`config.mk`:
```
export PLATFORM = sky130hd
export DESIGN_NAME = bphase_bit_decoder
export DESIGN_NICKNAME = d
export VERILOG_FILES = /design/src/rtl/bphase_pkg.sv /design/src/rtl/bphase_meas.sv /design/src/rtl/bphase_ctrl.sv /design/src/rtl/bphase_bit_decoder.sv
export SDC_FILE = /design/constraint.sdc
export NUM_CORES = 1
export LEC_CHECK = 0
export ABC_CLOCK_PERIOD_IN_PS = 14600
export BUFFER_PORTS_ARGS = -buffer_cell sky130_fd_sc_hd__buf_4
export CORE_UTILIZATION = 30
export DETAILED_ROUTE_END_ITERATION = 12
export PLACE_DENSITY_LB_ADDON = 0.25
export SLEW_MARGIN = 0
export SYNTH_ARGS = -nofsm -noshare
export SYNTH_HDL_FRONTEND = slang
export SYNTH_HIERARCHICAL = 1
export SYNTH_SLANG_ARGS = --single-unit
```
`constraint.sdc`:
```
create_clock -name clk -period 14.6 [get_ports clk]
set_input_delay 0 -clock clk [delete_from_list [all_inputs] [get_ports clk]]
set_output_delay 0 -clock clk [all_outputs]
set_load 0.1 [all_outputs]
```
`src/rtl/bphase_pkg.sv`:
```
package bphase_pkg;

  // Comparison results the datapath hands to the control
  typedef struct packed {
    logic edgeSeen;   // synchronised line changed this cycle
    logic lineLow;    // level after the change is 0
    logic prevValid;  // one interval is held in the store
    logic pairTol;    // stored + current interval in window
    logic halfTol;    // twice the current interval in window
    logic curTol;     // current interval in window
    logic curLong;    // current interval beyond upper limit
    logic prevLong;   // stored interval beyond upper limit
  } measFlags_t;

  // Strobes the control sends back to the interval store
  typedef struct packed {
    logic clearHist;
    logic pushHist;
  } histCtl_t;

endpackage

```
`src/rtl/bphase_meas.sv`:
```
module bphase_meas
  import bphase_pkg::*;
#(
  parameter int CLK_HZ      = 100_000_000,
  parameter int BIT_RATE    = 2000,
  parameter int SYNC_STAGES = 2
) (
  input  logic       clk,
  input  logic       rstN,
  input  logic       rxLine,
  input  histCtl_t   histCtl,
  output measFlags_t flags
);

  localparam int PERIOD  = CLK_HZ / BIT_RATE;
  localparam int LO_TH   = (3 * PERIOD) / 4;      // strict lower limit
  localparam int HI_TH   = (5 * PERIOD + 3) / 4;  // strict upper limit
  localparam int LONG_TH = (5 * PERIOD) / 4;      // beyond this is long
  localparam int CNT_W   = $clog2(LONG_TH + 2) + 1;
  localparam int SUM_W   = CNT_W + 1;
  localparam logic [CNT_W-1:0] CNT_MAX = {CNT_W{1'b1}};
  localparam logic [SUM_W-1:0] LO_V    = SUM_W'(LO_TH);
  localparam logic [SUM_W-1:0] HI_V    = SUM_W'(HI_TH);
  localparam logic [SUM_W-1:0] LONG_V  = SUM_W'(LONG_TH);

  // Synchroniser chain
  logic [SYNC_STAGES-1:0] syncChain;
  genvar gi;
  generate
    for (gi = 0; gi < SYNC_STAGES; gi++) begin : g_sync
      if (gi == 0) begin : g_first
        always_ff @(posedge clk) begin
          if (!rstN) syncChain[0] <= 1'b0;
          else       syncChain[0] <= rxLine;
        end
      end else begin : g_next
        always_ff @(posedge clk) begin
          if (!rstN) syncChain[gi] <= 1'b0;
          else       syncChain[gi] <= syncChain[gi-1];
        end
      end
    end
  endgenerate

  logic syncLine, lineDly, edgeNow;
  assign syncLine = syncChain[SYNC_STAGES-1];

  always_ff @(posedge clk) begin
    if (!rstN) lineDly <= 1'b0;
    else       lineDly <= syncLine;
  end
  assign edgeNow = syncLine ^ lineDly;

  // Saturating interval counter
  logic [CNT_W-1:0] cycCnt, curLen;
  always_ff @(posedge clk) begin
    if (!rstN)                 cycCnt <= '0;
    else if (edgeNow)          cycCnt <= '0;
    else if (cycCnt != CNT_MAX) cycCnt <= cycCnt + 1'b1;
  end
  assign curLen = (cycCnt == CNT_MAX) ? CNT_MAX : cycCnt + 1'b1;

  // Single-entry interval store
  logic [CNT_W-1:0] prevLen;
  logic             prevValid;
  always_ff @(posedge clk) begin
    if (!rstN) begin
      prevLen   <= '0;
      prevValid <= 1'b0;
    end else if (histCtl.clearHist) begin
      prevLen   <= '0;
      prevValid <= 1'b0;
    end else if (histCtl.pushHist) begin
      prevLen   <= curLen;
      prevValid <= 1'b1;
    end
  end

  function automatic logic inWindow(input logic [SUM_W-1:0] len);
    return (len > LO_V) && (len < HI_V);
  endfunction

  logic [SUM_W-1:0] curExt, prevExt, pairSum, dblLen;
  assign curExt  = {1'b0, curLen};
  assign prevExt = {1'b0, prevLen};
  assign pairSum = curExt + prevExt;
  assign dblLen  = {curLen, 1'b0};

  always_comb begin
    flags.edgeSeen  = edgeNow;
    flags.lineLow   = ~syncLine;
    flags.prevValid = prevValid;
    flags.pairTol   = inWindow(pairSum);
    flags.halfTol   = inWindow(dblLen);
    flags.curTol    = inWindow(curExt);
    flags.curLong   = curExt > LONG_V;
    flags.prevLong  = prevExt > LONG_V;
  end

endmodule

```
`src/rtl/bphase_ctrl.sv`:
```
module bphase_ctrl
  import bphase_pkg::*;
(
  input  logic       clk,
  input  logic       rstN,
  input  measFlags_t flags,
  output histCtl_t   histCtl,
  output logic       bitValid,
  output logic       bitValue,
  output logic       abortStb
);

  logic decOne, decZero, decAbort;

  // Priority: pair sum, first-half recovery, single interval, abort
  always_comb begin
    decOne   = 1'b0;
    decZero  = 1'b0;
    decAbort = 1'b0;
    histCtl  = '0;
    if (flags.edgeSeen) begin
      if (flags.prevValid && flags.pairTol) begin
        decOne = 1'b1;
      end else if (flags.prevValid && flags.lineLow && flags.halfTol &&
                   flags.prevLong) begin
        decOne = 1'b1;
      end else if (flags.curTol) begin
        decZero = 1'b1;
      end else begin
        decAbort = flags.curLong;
      end
      histCtl.clearHist = decOne | decZero;
      histCtl.pushHist  = ~(decOne | decZero);
    end
  end

  always_ff @(posedge clk) begin
    if (!rstN) begin
      bitValid <= 1'b0;
      bitValue <= 1'b0;
      abortStb <= 1'b0;
    end else begin
      bitValid <= decOne | decZero;
      bitValue <= decOne;
      abortStb <= decAbort;
    end
  end

endmodule

```
`src/rtl/bphase_bit_decoder.sv`:
```
module bphase_bit_decoder
  import bphase_pkg::*;
#(
  parameter int CLK_HZ   = 100_000_000,
  parameter int BIT_RATE = 2000
) (
  input  logic clk,
  input  logic rstN,
  input  logic rxLine,
  output logic bitValid,
  output logic bitValue,
  output logic abortStb
);

  measFlags_t measFlags;
  histCtl_t   histCtl;
  logic       edgeSeen, curLong;

  bphase_meas #(
    .CLK_HZ     (CLK_HZ),
    .BIT_RATE   (BIT_RATE),
    .SYNC_STAGES(2)
  ) u_meas (
    .clk    (clk),
    .rstN   (rstN),
    .rxLine (rxLine),
    .histCtl(histCtl),
    .flags  (measFlags)
  );

  bphase_ctrl u_ctrl (
    .clk     (clk),
    .rstN    (rstN),
    .flags   (measFlags),
    .histCtl (histCtl),
    .bitValid(bitValid),
    .bitValue(bitValue),
    .abortStb(abortStb)
  );

  assign edgeSeen = measFlags.edgeSeen;
  assign curLong  = measFlags.curLong;

endmodule

```
# Word-level counts from Yosys, hierarchy flattened
# Cells that the tools add are included.
# Widths: inputs -> output; s select.
# classes
n_eq_ne,2
muxes,11
add_sub_neg,2
n_lt_le_gt_ge,8
bitwise,7
n_reduce_logical,10
# ops
operator,count
$gt 17x16->1 const B,3
$gt 18x16->1 const B,2
$lt 18x16->1 const B,2
$add 17x17->18,1
$add 17x1->17 const B,1
$eq 17x17->1 const B,1
$lt 17x16->1 const B,1
$mux 17,1
$ne 17x17->1 const B,1
$mux 1,9
$logic_and 1x1->1,7
$reduce_or 5->1,1
$not 1->1,4
$reduce_or 2->1,2
$mux 2,1
$or 1x1->1,2
$xor 1x1->1,1
# totals
output_inout_bits,3
ff_bits,41

# Logic depth before layout (Yosys ltp)
# Gate-level depths: netlist of the first run.
# logic_depth
depth_word,13
ltp_mapped,27

# Modules after synthesis
# The synthesis of the first run kept the hierarchy.
# by_module_without_submodules
module,cells_each,area_each_um2,n_inst
bphase_meas,422,3243.1,1
bphase_ctrl,13,125.1,1

# Worst setup path after synthesis of the first run
# Ideal clock, no wire load.
# synth_timing
kind,flip-flop to flip-flop
startpoint,register u_meas.cycCnt[1]
endpoint,register u_meas.prevLen[12]
setup_slack_ps,9005
stages_incl_launch_ff,26
arrival_time_ps,5509
setup_ps,86
synth_period_minus_slack_ps,5595
path_buffers,4
path_cell_list,dfxtp_1 -> ha_1 -> nand3_1 -> nor2_1 -> and3_1 -> nand3_1 -> inv_1 -> ha_1 -> buf_2 -> clkbuf_1 -> nor2_1 -> inv_1 -> ha_1 -> and3_1 -> a2111oi_0 -> xor2_1 -> nand4b_1 -> or4b_2 -> o32ai_1 -> a2111oi_2 -> a21oi_2 -> and3_1 -> clkbuf_1 -> clkbuf_1 -> nor2_1 -> a211oi_1
# synth_rtl
item,line_no,source
from (decl),bphase_meas.sv:55,"logic [CNT_W-1:0] cycCnt, curLen;"
from (signal assigned),bphase_meas.sv:59,else if (cycCnt != CNT_MAX) cycCnt <= cycCnt + 1'b1;
to (signal assigned),bphase_meas.sv:74,prevLen <= curLen;
to (decl),bphase_meas.sv:64,logic [CNT_W-1:0] prevLen;

==> flow_summary.json, run 1 <==
{
  "grt_pass1_vias": 2712,
  "nNetsFinal": 452,
  "initial_core_util_pct": 30.94,
  "arrival_ns": 7.21,
  "crit_required_ns": 14.77,
  "place_hpwl_um": 6014,
  "rsz0062_at_grt": "no",
  "multiInputGateArea_um2": 2302,
  "end_kind": "register",
  "clk_path_buf_depth": 2,
  "dieArea_um2": 11660,
  "cts-root-buf": "clkbuf_8",
  "synth_top_cell_area_share_pct": 24.37,
  "cts_tree": "yes",
  "dr.pass1.iters": 4,
  "htree_levels": 2,
  "die_x_um": 108.0,
  "clock_skew_ns": 0.01091,
  "track_usage_pct": 13.85,
  "synth_edf_count": 0,
  "setup_violations": 0,
  "antenna_found_initial": 0,
  "cap_viol_max_count": 0,
  "layout-drive-gt1-share_pct": 8.392,
  "status": "complete, no violations",
  "fin_cells": 569,
  "fin_crit_ns": 7.041,
  "syn_inst": 435,
  "timing.rr.start": "u_meas/cycCnt[1]",
  "ys_warn_count": 6,
  "startpoint": "u_meas/cycCnt[1]",
  "grt_pass1_wl_um": 13180,
  "yosysUniqueCellTypes": 72,
  "clkSinkCount": 41,
  "io_pins": 6,
  "clk_pin_slew_ns": 0.09,
  "core-area_um2": 10890,
  "rrSetupSlack_ns": 7.56,
  "p_per_area_nw_per_um2": 65.77,
  "numPlacedInstances": 558,
  "cp-start-kind": "register",
  "maxSlewHeadroom_pct": 25.20,
  "overflow": 0,
  "synthTopCellsByArea": "dfxtp_1 (24%), ha_1 (7.4%), nor2_1 (6.5%)",
  "dr_total_vias": 2998,
  "final_cell_mix": "nor2_1 (58), dfxtp_1 (41), inv_1 (33)",
  "layout_commonest_cell": "nor2_1",
  "leakage_nw": 1.423,
  "hold_viol_final": 0,
  "hold_start": "u_meas/syncChain[0]",
  "crit_type": "reg -> reg",
  "cts_buffers": 5,
  "drtIter0Drc": 133,
  "ys.flop_type": "dfxtp_1",
  "cp_max_fo": 34,
  "rr_worst_depth": 22,
  "vdd.ir_drop.worst_mv": 0.03801,
  "worst_slew_pin_slew_ns": 1.122,
  "fmax_mhz": 142.0,
  "syn_to_final_growth_pct": 6.687,
  "syn_area_per_cell_um2": 7.743,
  "die_h_um": 108.0,
  "viasPerCell": 5.269,
  "final_core_util_pct": 33.00,
  "postLayoutSetupSlackWorst_ns": 7.559,
  "timing.setup.tns_ns": 0,
  "syn-cell-area_um2": 3368,
  "drc": 0,
  "ant_nets": 0,
  "io_buffers": 5,
  "hold_path.class": "reg -> reg",
  "insertion_delay_ns": 0.30,
  "synth_top_area_cell": "dfxtp_1",
  "fillers": 1161,
  "place_congestion": 0.8319,
  "drv_slew": 0,
  "syn_nets": 459,
  "yosysSeqAreaShare_pct": 24.37,
  "synthArstFlopShare_pct": 0,
  "ys_seq_elements": 41,
  "grt_max_degree": 35,
  "num_antenna_cells": 0,
  "dp_slack_ns": 7.588,
  "hold_depth": 1,
  "rows": 38,
  "wl_per_cell_um": 13.63,
  "regArea_um2": 820.8,
  "wl_um": 7758,
  "period_share_pct": 48.22
}
## cells by family after synthesis
kind of cell	after synthesis	synth area share, %
AOI/OAI and AO/OA	109	22.88
xor gates and xnor gates	25	6.501
adders and majority gates	21	8.024
buffers and inverters	56	7.281
DFF	41	24.37
muxes	3	0.9287
and+or+nand+nor	180	30.01
## report_power, final
part / internal [W] / switching, W
Clock: 0.0000383 / 0.0000411
Sequential: 0.000116 / 0.00000405
Combinational: 0.0000147 / 0.0000219
Total: 0.000169 / 0.0000671
## metal layers
metal	track usage (%)	vias to the layer above	routed length (µm)	share of wire (%)
met5	0	-	0	0
met4	3.620	0	90	1.2
li1	-	1567	-	-
met1	19.88	1389	4097	53
met2	21.79	34	3442	44
met3	1.627	8	127	1.6
## cell usage after synthesis, drive strengths merged (5+ instances only)
cell type / count
a211oi: 22
a21oi: 24
a31oi: 5
and2: 5
and3: 8
buf: 10
clkbuf: 13
dfxtp: 41
ha: 20
inv: 33
nand2: 15
nand2b: 6
nand3: 17
nand4: 7
nor2: 58
nor2b: 9
nor3: 23
nor4: 7
o21a: 5
o21ai: 15
or3: 6
xnor2: 20
xor2: 5
## through the flow
stage               area, µm²  total power (W)  hold WS [ns]
finish                   3593        0.0002363        0.4458
global route             3593        0.0002493        0.4896
CTS                      3593        0.0002387        0.4497
detailed placement       3467        0.0001587        0.2119
global placement         3467        0.0001587        0.2173
floorplan                3368        0.0001506        0.1211
## layout make-up
| cell class | instances | area share, % |
|---|---|---|
| clock inverters | 2 | 0.3830 |
| inverters | 33 | 3.447 |
| well taps | 140 | 4.875 |
| clock buffers | 6 | 2.298 |
| flip-flops and latches | 41 | 22.84 |
| repair buffers | 9 | 2.089 |
| multi-input cells | 338 | 64.07 |
## repair_timing
item | 4_1_cts | 5_1_grt
buffers inserted | 0 | 0
gates resized for setup | 0 | 0
hold buffers | 3 | 0
endpoints found under the hold margin | 5 | 0
## registers in the layout, indices dropped and copies added (netlist names)
name              flops
u_meas/cycCnt        17
u_ctrl/abortStb       1
u_meas/prevLen       17
u_meas/syncLine       1
u_meas/prevValid      1
u_ctrl/bitValid       1
u_meas/syncChain      1
u_meas/lineDly        1
u_ctrl/bitValue       1
## worst paths after layout
| check | end |
|---|---|
| setup / recovery | u_meas/prevLen[3] |
| hold / removal | u_meas/syncLine |
| setup reg to reg | u_meas/prevLen[3] |
| hold reg to reg | u_meas/syncLine |
## worst max-delay path, stage by stage (launching register included)
cell,delay (ns)
dfxtp_1,0.39
ha_1,0.23
nand3_1,0.19
nor2_1,0.43
and3_1,0.24
nand3_1,0.10
inv_1,0.07
ha_1,0.57
buf_4,0.37
o21bai_1,0.27
ha_1,0.37
nand3_1,0.10
a21oi_1,0.04
a2111oi_0,0.48
xor2_1,0.13
nand4b_1,0.22
or4b_2,0.66
o32ai_1,0.38
a2111oi_2,0.17
a21oi_2,0.22
and3_1,0.93
mux2i_1,0.27
nor2_1,0.05
Power figures use the tool's default switching activity.
==> run 2, diff against run 1 <==
--- a/config.mk
+++ b/config.mk
@@ -5,7 +5,8 @@
 export SDC_FILE = /design/constraint.sdc
 export NUM_CORES = 1
 export LEC_CHECK = 0
-export ABC_CLOCK_PERIOD_IN_PS = 14600
+export ABC_AREA = 1
+export ABC_CLOCK_PERIOD_IN_PS = 7100
 export BUFFER_PORTS_ARGS = -buffer_cell sky130_fd_sc_hd__buf_4
 export CORE_UTILIZATION = 30
 export DETAILED_ROUTE_END_ITERATION = 12
==> constraint.sdc (replaced) <==
create_clock -name clk -period 7.1 [get_ports clk]
set_input_delay 0 -clock clk [delete_from_list [all_inputs] [get_ports clk]]
set_output_delay 0 -clock clk [all_outputs]
set_load 0.1 [all_outputs]
==> run 2 against run 1 <==
Compared with the run above:
- synthesized cell count grew 46%
- via count grew 26%
- die area grew 8.7%
- total power grew to 2.7 times the previous value
- setup slack lost 6.0 ns
- clock power grew to 3.6 times the previous value
- non-clock buffer count grew 2
- sequential power grew 110%
- sequential share of layout area shrank 2.7 points
- flip-flop and latch count is the same
==> flow_summary.json, run 2 <==
{
  "status": "complete, no violations",
  "crit_type": "reg -> reg",
  "power.total_w": 0.0006265,
  "grt_pass1_wl_um": 17350,
  "leakage_nw": 2.115,
  "final_core_util_pct": 34.05,
  "clk_pin_slew_ns": 0.06,
  "grt_pass1_vias": 3716,
  "drtIter0Drc": 223,
  "hold_viol_final": 0,
  "cp_max_fo": 15,
  "worst_slew_pin_slew_ns": 0.7773,
  "syn_inst": 636,
  "cts_buffers": 5,
  "rows": 40,
  "syn_to_final_growth_pct": 11.09,
  "clk_path_buf_depth": 2,
  "viasPerCell": 4.781,
  "timing.setup.tns_ns": 0,
  "met3_usage_pct": 2.052,
  "wl_per_cell_um": 12.50,
  "p_per_area_nw_per_um2": 153.8,
  "track_usage_pct": 17.03,
  "clock_skew_ns": 0.003710,
  "arrival_ns": 5.73,
  "place_congestion": 0.9114,
  "reg_top3": "u_meas/cycCnt: 17 flops, u_meas/prevLen: 17 flops",
  "ys_warn_count": 6,
  "insertion_delay_ns": 0.28,
  "final_cell_mix": "nand2_1 (186), inv_1 (117), nor2_1 (67)",
  "syn_area_per_cell_um2": 5.764,
  "maxSlewHeadroom_pct": 47.99,
  "cpPeakStageDelay_ns": 0.60,
  "io_pins": 6,
  "nNetsFinal": 667,
  "die_h_um": 112.5,
  "dieArea_um2": 12670,
  "cap_viol_max_count": 0,
  "crit_path_frequent_cell": "nand2_1",
  "overflow": 0,
  "fillers": 1356,
  "period_share_pct": 77.51,
  "fmax_mhz": 181.7,
  "setup_violations": 0,
  "critical-path-slowest-cell": "nor2_1",
  "synth_top_cell_area_share_pct": 22.39,
  "end_kind": "register",
  "grtUsageMet2_pct": 28.68,
  "layout_commonest_cell": "nand2_1",
  "final_area_um2": 4073,
  "core-area_um2": 11960,
  "syn_nets": 660,
  "rsz0062_at_grt": "no",
  "yosysSeqAreaShare_pct": 22.39,
  "syn-cell-area_um2": 3666,
  "drc": 0,
  "hold_path.class": "reg -> reg",
  "io_buffers": 5,
  "die_x_um": 112.5,
  "ctsResizeCount": 0,
  "htree_levels": 2,
  "netlist_top_cells_count": "nand2_1 (186), inv_1 (117), nor2_1 (67)",
  "crit_required_ns": 7.33,
  "num_antenna_cells": 0,
  "wl_um": 9888,
  "cts_tree": "yes",
  "layout-drive-gt1-share_pct": 5.280,
  "cp-start-kind": "register",
  "placed_area_um2": 3852,
  "dr_total_vias": 3782,
  "rrSetupSlack_ns": 1.60,
  "initial_core_util_pct": 30.65,
  "synth_edf_count": 0,
  "vdd.ir_drop.worst_mv": 0.1024,
  "busiest_layer": "met2",
  "place_hpwl_um": 8204,
  "cts-root-buf": "clkbuf_16",
  "ys_seq_elements": 41,
  "synthArstFlopShare_pct": 0,
  "gr-usage-met1_pct": 22.83,
  "grt_max_degree": 32,
  "synth.most_common_cell": "nand2_1",
  "fin_crit_ns": 5.503,
  "yosysUniqueCellTypes": 34,
  "cts_setup_buffers": 0,
  "ant_nets": 0,
  "synthTopCellsByArea": "dfxtp_1 (22%), nand2_1 (19%), inv_1 (12%)",
  "clkSinkCount": 41,
  "synth_top_area_cell": "dfxtp_1",
  "ys.flop_type": "dfxtp_1",
  "drv_slew": 0,
  "dr.pass1.iters": 4,
  "antenna_found_initial": 0
}
-- run 2: cell types whose count changed after synthesis, sizes merged, moves of 11 or more --
cell    delta
nand2    +173
inv       +85
nand3     +47
xnor2     -19
a211oi    -17
nand4     +13
nor2      +12
nor3      -11
-- run 2: power by group --
part	total (W)	internal [W]	switching [W]
Combinational	0.0000887	0.0000306	0.0000581
Clock	0.000290	0.000201	0.0000891
Sequential	0.000248	0.000240	0.00000825
-- run 2: cell families (layout without fill, tap and decap cells) --
group / count (synthesis) / in the layout / share of synthesized area, %
compound gates: 74 / 74 / 11.26
fa+ha+maj: 21 / 21 / 7.372
flops: 41 / 41 / 22.39
xor+xnor: 4 / 4 / 0.9558
buf+inv: 130 / 138 / 13.75
simple gates: 366 / 366 / 44.27
-- run 2: repair_timing --
action,CTS,global route
setup endpoints to repair,0,0
hold endpoints to repair,3,0
hold buffers,3,0
-- run 2: stage by stage --
stage / hold WS (ns) / instances / worst slack (ns)
floorplan: 0.09345 / 636 / 2.512
global placement: 0.1849 / 780 / 1.856
detailed placement: 0.1901 / 780 / 1.632
CTS: 0.4187 / 791 / 1.617
global route: 0.4529 / 791 / 0.8543
finish: 0.4181 / 791 / 1.597
-- run 2: final cells by class --
class | instances | area, µm² | share of cell area [%]
repair buffers | 11 | 90.09 | 2.212
inverters | 119 | 446.7 | 10.97
clock inverters | 3 | 65.06 | 1.598
flip-flops and latches | 41 | 820.8 | 20.15
clock buffers | 5 | 125.1 | 3.072
multi-input cells | 465 | 2341 | 57.48
well taps | 147 | 183.9 | 4.516
-- run 2: path summary, 6_finish.rpt --
check | from | cells after the start | end
max | u_meas/cycCnt[0] | 34 | u_meas/prevLen[5]
max reg2reg | u_meas/cycCnt[0] | 34 | u_meas/prevLen[5]
min reg2reg | u_meas/syncChain[0] | 2 | u_meas/syncLine
min | u_meas/syncChain[0] | 2 | u_meas/syncLine
-- run 2: worst max-delay path, delay by kind of cell (launching register included) --
family / cells / cell delay (ns)
and+or+nand+nor: 21 / 2.73
adders and majority gates: 4 / 1.32
buffers and inverters: 7 / 0.76
DFF: 1 / 0.38
AOI/OAI and AO/OA: 2 / 0.24
-- run 2: routing by layer --
| metal | vias to the layer above | routed length, µm |
|---|---|---|
| li1 | 2046 | - |
| met4 | 0 | 158 |
| met3 | 15 | 234 |
| met5 | - | 0 |
| met2 | 45 | 4484 |
| met1 | 1676 | 5011 |
==> run 3, diff against run 2 <==
--- a/config.mk
+++ b/config.mk
@@ -6,7 +6,7 @@
 export NUM_CORES = 1
 export LEC_CHECK = 0
 export ABC_AREA = 1
-export ABC_CLOCK_PERIOD_IN_PS = 7100
+export ABC_CLOCK_PERIOD_IN_PS = 4400
 export BUFFER_PORTS_ARGS = -buffer_cell sky130_fd_sc_hd__buf_4
 export CORE_UTILIZATION = 30
 export DETAILED_ROUTE_END_ITERATION = 12
==> constraint.sdc (replaced) <==
create_clock -name clk -period 4.4 [get_ports clk]
set_input_delay 0 -clock clk [delete_from_list [all_inputs] [get_ports clk]]
set_output_delay 0 -clock clk [all_outputs]
set_load 0.1 [all_outputs]
==> run 3 against run 2 <==
Compared with the run above:
- clock-buffer cell count up 2
- largest power group is now sequential cells
- flip-flop and latch count unchanged
- clock power up 33%
- non-clock buffer count up 32
- register-to-register slack worse by 1.4 ns
- setup slack worse by 1.4 ns
- largest cell class unchanged
- global-route usage about the same
- die area unchanged
- combinational power up 110%
- critical endpoint is now u_meas/prevLen[4]
- sequential power up 62%
- final cell count up 4.0%
- critical path type unchanged
- fmax up 31%
==> flow_summary.json, run 3 (synthesized netlist as in run 2, its figures left out) <==
{
  "htree_levels": 2,
  "hold_viol_final": 0,
  "fillers": 1276,
  "fin_crit_ns": 4.194,
  "pwr-share-comb_pct": 18.9,
  "ant_nets": 0,
  "maxSlewHeadroom_pct": 78.54,
  "switching_power_w": 0.0002686,
  "cts-root-buf": "clkbuf_16",
  "clk_pin_slew_ns": 0.06,
  "grt_pass1_wl_um": 17480,
  "rows": 40,
  "seqPwrFrac_pct": 41.5,
  "critical-path-slowest-cell": "fa_2",
  "die_h_um": 112.5,
  "dr.pass1.iters": 5,
  "dr_total_vias": 3988,
  "leakage_nw": 2.309,
  "cap_viol_max_count": 0,
  "layout-drive-gt1-share_pct": 20.27,
  "fmax_mhz": 238.5,
  "sw_frac_of_total_pct": 27.64,
  "reg_top3": "u_meas/cycCnt: 17 flops, u_meas/prevLen: 17 flops",
  "clk_path_buf_depth": 2,
  "intPower_w": 0.0007031,
  "grtUsageMet2_pct": 30.49,
  "overflow": 0,
  "drtIter0Drc": 166,
  "dieArea_um2": 12670,
  "met3_usage_pct": 1.458,
  "io_pins": 6,
  "syn_to_final_growth_pct": 27.58,
  "core-area_um2": 11960,
  "gr-usage-met1_pct": 22.37,
  "insertion_delay_ns": 0.28,
  "grt_max_degree": 32,
  "regArea_um2": 825.8,
  "setup_violations": 0,
  "drv_slew": 0,
  "final_area_um2": 4677,
  "viasPerCell": 4.846,
  "hold_path.class": "reg -> reg",
  "worst_slew_pin_slew_ns": 0.3220,
  "wl_per_cell_um": 13.37,
  "final_cell_mix": "nand2_1 (170), inv_1 (112), nor2_1 (56)",
  "track_usage_pct": 17.02,
  "cts_tree": "yes",
  "cp-start-kind": "register",
  "placed_area_um2": 4034,
  "cpPeakStageDelay_ns": 0.41,
  "initial_core_util_pct": 30.65,
  "num_antenna_cells": 0,
  "vdd.ir_drop.worst_mv": 0.1208,
  "arrival_ns": 4.37,
  "numPlacedInstances": 802,
  "crit_path_frequent_cell": "nand3_1",
  "multiInputGateArea_um2": 2664,
  "die_x_um": 112.5,
  "place_hpwl_um": 8562,
  "nNetsFinal": 699,
  "power.total_w": 0.0009717,
  "cts_buffers": 5,
  "end_kind": "register",
  "period_share_pct": 95.31,
  "cp_max_fo": 15,
  "fin_cells": 823,
  "clkSinkCount": 41,
  "grt_pass1_vias": 3745,
  "p_per_area_nw_per_um2": 207.8,
  "io_buffers": 5,
  "crit_required_ns": 4.58,
  "clock_power_share_pct": 39.6,
  "clock_skew_ns": 0.004791,
  "crit_type": "reg -> reg",
  "status": "complete, no violations",
  "place_congestion": 0.9137,
  "wl_um": 11000,
  "drc": 0,
  "layout_commonest_cell": "nand2_1",
  "busiest_layer": "met2",
  "antenna_found_initial": 0
}
-- run 3: changes by cell type in the layout (fill, tap and decap cells not counted), moves of 10 or more --
| cell | delta |
|---|---|
| buf_4 | +26 |
| ha_1 | -15 |
| nand2_1 | -16 |
| nand2_2 | +14 |
| nand3_1 | -10 |
| nor2_1 | -11 |
-- run 3: power groups by stage --
stage	Sequential [W]	Clock, W	Combinational [W]
2_1_floorplan	0.000404	0	0.000108
3_3_place_gp	0.000407	0	0.000142
3_5_place_dp	0.000407	0	0.000145
4_1_cts	0.000400	0.000391	0.000149
5_1_grt	0.000405	0.000403	0.000207
6_report	0.000403	0.000385	0.000184
-- run 3: area by class of cell --
class                   count  share of cell area [%]
multi-input cells         465                   56.96
clock inverters             1                  0.1070
inverters                 119                   9.684
repair buffers             43                   8.400
flip-flops and latches     41                   17.66
well taps                 147                   3.933
clock buffers               7                   3.264
-- run 3: critical path: cells and delay by family (launching register included) --
kind                     cells  cell delay [ns]
flip-flops                   1             0.37
XOR/XNOR                     1             0.25
AND/OR/NAND/NOR             14             1.48
AO/OA/AOI/OAI                2             0.31
buffers and inverters        7             0.70
adder cells (fa/ha/maj)      4             0.97
-- run 3: final timing paths --
kind	startpoint	endpoint	slack, ns	cells after the start
hold reg to reg	u_meas/syncChain[0]	u_meas/syncLine	0.42	2
hold / removal	u_meas/syncChain[0]	u_meas/syncLine	0.42	2
setup / recovery	u_meas/cycCnt[1]	u_meas/prevLen[4]	0.21	28
setup reg to reg	u_meas/cycCnt[1]	u_meas/prevLen[4]	0.21	28
-- run 3: stage by stage --
step,TNS [ns],hold slack (ns),utilization [%],worst slack (ns)
6_report,0,0.4232,39.10,0.2065
5_1_grt,-0.8806,0.4499,39.10,-0.1067
4_1_cts,0,0.4211,35.44,0.006136
3_5_place_dp,-0.6391,0.1931,33.72,-0.1557
3_3_place_gp,0,0.1863,33.72,0.04724
2_1_floorplan,0,0.09345,-,0.03630
-- run 3: layer usage --
layer	part of all wire (%)	vias to the layer above	wire length [µm]
met5	0	-	0
met2	49	41	5410
met1	49	1832	5342
li1	-	2111	-
met3	1.9	4	207
met4	0.39	0	43
-- run 3: repair_timing --
action,in CTS,in global routing
setup buffers,0,7
gates resized for setup,6,83
gates cloned,0,3
endpoints found under the setup margin,14,18
hold endpoints to repair,3,0
pin swaps,0,16
hold buffers,3,0
